===== src/rtl/lamp_guard_pkg.sv =====
package lamp_guard_pkg;
    parameter int LG_CNT_W = 8;

    typedef struct packed {
        logic                drv;
        logic                lock;
        logic [LG_CNT_W-1:0] on_cnt;
        logic [LG_CNT_W-1:0] off_cnt;
    } lg_state_t;
endpackage


===== src/rtl/lamp_guard_satcnt.sv =====
module lamp_guard_satcnt #(
    parameter int W = 8
) (
    input  logic [W-1:0] cnt_i,
    input  logic         inc_i,
    input  logic         clr_i,
    output logic [W-1:0] cnt_o
);
    localparam logic [W-1:0] TOP = '1;

    always_comb begin
        if (clr_i)
            cnt_o = '0;
        else if (inc_i && cnt_i != TOP)
            cnt_o = cnt_i + 1'b1;
        else
            cnt_o = cnt_i;
    end
endmodule


===== src/rtl/lamp_guard_chan.sv =====
module lamp_guard_chan
    import lamp_guard_pkg::*;
(
    input  logic                clk,
    input  logic                rst_n,
    input  logic                tick_ms,
    input  logic                req,
    input  logic [LG_CNT_W-1:0] on_lim,
    input  logic                on_en,
    input  logic [LG_CNT_W-1:0] off_lim,
    input  logic                off_en,
    output logic                drive
);
    localparam logic [LG_CNT_W-1:0] CNT_TOP = '1;

    lg_state_t st_q, st_d;
    logic [LG_CNT_W-1:0] on_next, off_next;
    logic cut, rested;

    // lit-time counter: cleared while dark
    lamp_guard_satcnt #(.W(LG_CNT_W)) u_on_cnt (
        .cnt_i(st_q.on_cnt), .inc_i(tick_ms), .clr_i(!st_q.drv), .cnt_o(on_next)
    );
    // dark-time counter: cleared while lit, so it starts at the drive's fall
    lamp_guard_satcnt #(.W(LG_CNT_W)) u_off_cnt (
        .cnt_i(st_q.off_cnt), .inc_i(tick_ms), .clr_i(st_q.drv), .cnt_o(off_next)
    );

    always_comb begin
        cut    = st_q.drv && on_en && (on_next >= on_lim);
        rested = !off_en || (st_q.off_cnt >= off_lim);
        st_d         = st_q;
        st_d.on_cnt  = on_next;
        st_d.off_cnt = off_next;
        if (st_q.drv) begin
            st_d.drv  = req && !cut;
            st_d.lock = req && cut;
        end else begin
            st_d.drv  = req && !st_q.lock && rested;
            st_d.lock = st_q.lock && req;
        end
    end

    always_ff @(posedge clk) begin
        if (!rst_n) begin
            st_q.drv     <= 1'b0;
            st_q.lock    <= 1'b0;
            st_q.on_cnt  <= '0;
            st_q.off_cnt <= CNT_TOP;
        end else begin
            st_q <= st_d;
        end
    end

    assign drive = st_q.drv;

    assert_follow_R2: assert property (@(posedge clk) disable iff (!rst_n)
        (!on_en && !off_en && !st_q.lock) |=> (st_q.drv == $past(req)));

    assert_cut_R3: assert property (@(posedge clk) disable iff (!rst_n)
        (st_q.drv && on_en && st_q.on_cnt >= on_lim) |=> !st_q.drv);

    assert_lock_dark_R4: assert property (@(posedge clk) disable iff (!rst_n)
        st_q.lock |-> !st_q.drv);

    assert_relight_R4: assert property (@(posedge clk) disable iff (!rst_n)
        $rose(st_q.drv) |-> ($past(req) && !$past(st_q.lock)));

    assert_rest_R5: assert property (@(posedge clk) disable iff (!rst_n)
        ($rose(st_q.drv) && $past(off_en)) |-> ($past(st_q.off_cnt) >= $past(off_lim)));

    assert_sat_R10: assert property (@(posedge clk) disable iff (!rst_n)
        (!st_q.drv && st_q.off_cnt == CNT_TOP) |=> (st_q.off_cnt == CNT_TOP));
endmodule


===== src/rtl/lamp_guard.sv =====
module lamp_guard
    import lamp_guard_pkg::*;
#(
    parameter int NCH = 4
) (
    input  logic                    clk,
    input  logic                    rst_n,
    input  logic                    tick_ms,
    input  logic [NCH-1:0]          req,
    input  logic [NCH*LG_CNT_W-1:0] on_lim,
    input  logic [NCH-1:0]          on_en,
    input  logic [NCH*LG_CNT_W-1:0] off_lim,
    input  logic [NCH-1:0]          off_en,
    output logic [NCH-1:0]          drive
);
    for (genvar g = 0; g < NCH; g++) begin : g_chan
        lamp_guard_chan u_chan (
            .clk     (clk),
            .rst_n   (rst_n),
            .tick_ms (tick_ms),
            .req     (req[g]),
            .on_lim  (on_lim[g*LG_CNT_W +: LG_CNT_W]),
            .on_en   (on_en[g]),
            .off_lim (off_lim[g*LG_CNT_W +: LG_CNT_W]),
            .off_en  (off_en[g]),
            .drive   (drive[g])
        );
    end
endmodule


===== config.mk =====
export PLATFORM = sky130hd
export DESIGN_NAME = lamp_guard
export DESIGN_NICKNAME = d
export VERILOG_FILES = /design/src/rtl/lamp_guard_pkg.sv /design/src/rtl/lamp_guard_satcnt.sv /design/src/rtl/lamp_guard_chan.sv /design/src/rtl/lamp_guard.sv
export SDC_FILE = /design/constraint.sdc
export NUM_CORES = 1
export LEC_CHECK = 0
export BUFFER_PORTS_ARGS = -buffer_cell sky130_fd_sc_hd__buf_4
export CORE_AREA = 5 5 106 108
export CTS_CLUSTER_SIZE = 25
export DETAILED_ROUTE_END_ITERATION = 8
export DIE_AREA = 0 0 111 113
export PLACE_DENSITY = 0.77
export SETUP_SLACK_MARGIN = 0.4
export SYNTH_ARGS = -nofsm -noshare
export SYNTH_HDL_FRONTEND = slang
export SYNTH_SLANG_ARGS = --single-unit

===== constraint.sdc =====
create_clock -name clk -period 2.3 [get_ports clk]
set_input_delay 0.115 -clock clk [delete_from_list [all_inputs] [get_ports clk]]
set_output_delay 0.115 -clock clk [all_outputs]
set_load 0.01 [all_outputs]

==> metrics <==
status=complete, but fails checks; failing checks=setup timing; reg2reg path depth=10; post-detail-place hpwl=roughly 9600 um; PnR worst setup slack=-0.230 ns; final core utilization=0.664; I/O pin cnt=83; vias in the first global route=between 4k and 5k; Die Y=roughly 110 um; hold_sp=req[0]; Synth area leaders=dfxtp_1 28%, ha_1 18%, inv_1 4.9%; RR Endpoint=g_chan[1].u_chan.drive; clock slew at reported path FFs=~0.080 ns; total clock sinks=72; row count=37; Commonest cells post-synth=72 x dfxtp_1, 72 x ha_1, 67 x inv_1; pin count of the biggest net entering global routing=45; Post-Synthesis Cells=roughly 620; final worst-path cycle share=1.10; Finished Layout Cells=slightly below 900; routed len/inst=roughly 14 um; critical path capture point type=flop; maxcap violations=0; CP Max Fanout=3; gpl congestion=around 0.88; # port buffers=82; Synth Cell Area=around 5000 sq um; CTS tree=yes; post-synthesis sequential area ratio=0.280; RSZ-0062 raised after global routing=true; Nets=between 900 and 1k; startpoint types=flop; worst slew pin tran=just under 0.4 ns; Yosys reg bits=between 70 and 80; gr usage total=0.199; Area Overhead vs Synth=30.9%; Synth top area share=0.280; reg-to-reg slack, setup=-0.23 ns; filler cell count=approximately 800; root buffer cell=clkbuf_8; Yosys warning total=0; first-pass GRT wire length=21300 um; leading area contributor after synthesis=dfxtp_1; post-placement cell count=862; Final Power=about 3.8 mW; core area=between 10000 and 15000 sq um; Clock Latency Late Sink=around 0.33 ns; P_leak=~3.1 nW; initial core utilization=0.507; final hold vios=0; Async SR Flop Fraction=0; peak supply drop=approximately 0.00033 V; worst path arrival time=around 2.8 ns; Post-synth EDFFs=0; Most used DFF post-synth=dfxtp_1; DR pass1 iterations=5; Chip Width=111 um; GR Overflow Total=0; CTS Hold Bufs=0; worst setup path startpoint=g_chan[1].u_chan.st_q[11]; post-synthesis cell type count=58; DR iter-0 viols=212; worst hold path type=in -> reg; placed inst area=6250 sq um; proportion of layout cells with a drive suffix above 1=0.296; Max transition margin=0.733; hold depth=3; Reg-to-Reg Start=g_chan[1].u_chan.st_q[11]; Final setup viols=6; total CTS buffers=9; Residual DRC=0; Total Wirelength=about 13000 um; H-tree Lvls=3; Mean Syn Cell Area=8.25 sq um; Hold Path End=g_chan[0].u_chan.drive; Mapped Nets=just under 800; worst path required time=2.55 ns; routed via count=slightly below 5k; ANT cells=0; total die area=~13000 sq um; Post-DRT Antenna Nets=0; Max Slew Vio Count=0; pwr dens=566 nW/um^2; highest clock rate=between 300 and 400 MHz; clock skew=0.00790 ns; clk buf depth=2; Hold WS=0.0489 ns; initial antenna violation count=0; average vias per placed instance=about 5.4; Crit Path Class=reg -> reg; final instance area=between 6000 and 7000 sq um; fin crit period=2.53 ns
## routing by layer
metal	vias up	wire [um]	part of all wire	global-route usage
met5	-	0	0	0
met4	0	325	0.026	0.0772
met3	29	389	0.031	0.0262
met2	97	6750	0.54	0.383
met1	2294	5130	0.41	0.220
li1	2433	-	-	-
## power by group
part,leakage (nW),switching (mW),internal (mW),total [mW]
clock network,0.0838,0.428,0.448,0.876
logic,2.44,0.676,0.646,1.32
registers,0.600,0.206,1.40,1.61
## cells by family after synthesis
| kind of cell | after synthesis | share of synthesized area |
|---|---|---|
| simple gates | 238 | 0.234 |
| fa+ha+maj | 72 | 0.175 |
| flops | 72 | 0.280 |
| compound gates | 107 | 0.152 |
| buf+inv | 83 | 0.0664 |
| xor+xnor | 32 | 0.0545 |
| mux | 19 | 0.0375 |
## through the flow
step	TNS, ns	setup WS, ns
2_1_floorplan	-0.00758	-0.00758
3_3_place_gp	-0.134	-0.0767
3_5_place_dp	-0.451	-0.154
4_1_cts	-0.339	-0.118
5_1_grt	-1.45	-0.310
6_report	-0.577	-0.230
## worst max-delay path, stage by stage (launching register included)
cell	delay (ns)
dfxtp_2	0.37
nand3_4	0.13
nor2_4	0.16
o2111ai_4	0.14
xor2_2	0.21
nor2_1	0.15
ha_1	0.27
and3_4	0.19
a2111o_1	0.39
a31o_1	0.21
a211oi_2	0.23
## layout make-up
| class | instances | area (sq um) | share of cell area |
|---|---|---|---|
| Sequential cell | 72 | 1480 | 0.219 |
| Multi-Input combinational cell | 468 | 3640 | 0.541 |
| Clock buffer | 15 | 166 | 0.0247 |
| Inverter | 68 | 255 | 0.0379 |
| Timing Repair Buffer | 136 | 1020 | 0.152 |
| Tap cell | 136 | 170 | 0.0253 |
## flip-flops by register name, summed over array words and instances (netlist names)
register and count:
g_chan.u_chan.st_q 68, g_chan.u_chan.drive 4
## worst max path at each step
stage / end / cells after the start
6_report: g_chan[1].u_chan.drive / 10
5_1_grt: g_chan[1].u_chan.st_q[16] / 10
4_1_cts: g_chan[1].u_chan.st_q[16] / 11
3_5_place_dp: g_chan[1].u_chan.drive / 11
3_3_place_gp: g_chan[1].u_chan.st_q[16] / 10
2_1_floorplan: g_chan[1].u_chan.st_q[16] / 10
## layout by cell type (no fill, tap or decap), drive strengths merged, types with 16 or more instances in the layout
cell type / count
and3: 16
buf: 136
dfxtp: 72
ha: 72
inv: 68
mux2i: 17
nand2: 49
nand2b: 17
nand3: 40
nor2: 68
o21ai: 49
xnor2: 20
## what timing repair did
action / CTS / global route
setup endpoints to repair: 8 / 8
gates resized for setup: 13 / 27
gates cloned: 0 / 0
hold endpoints to repair: 0 / 0
pin swaps: 15 / 16
setup buffers: 10 / 8
Note: power is estimated with default switching activity, not from simulation.
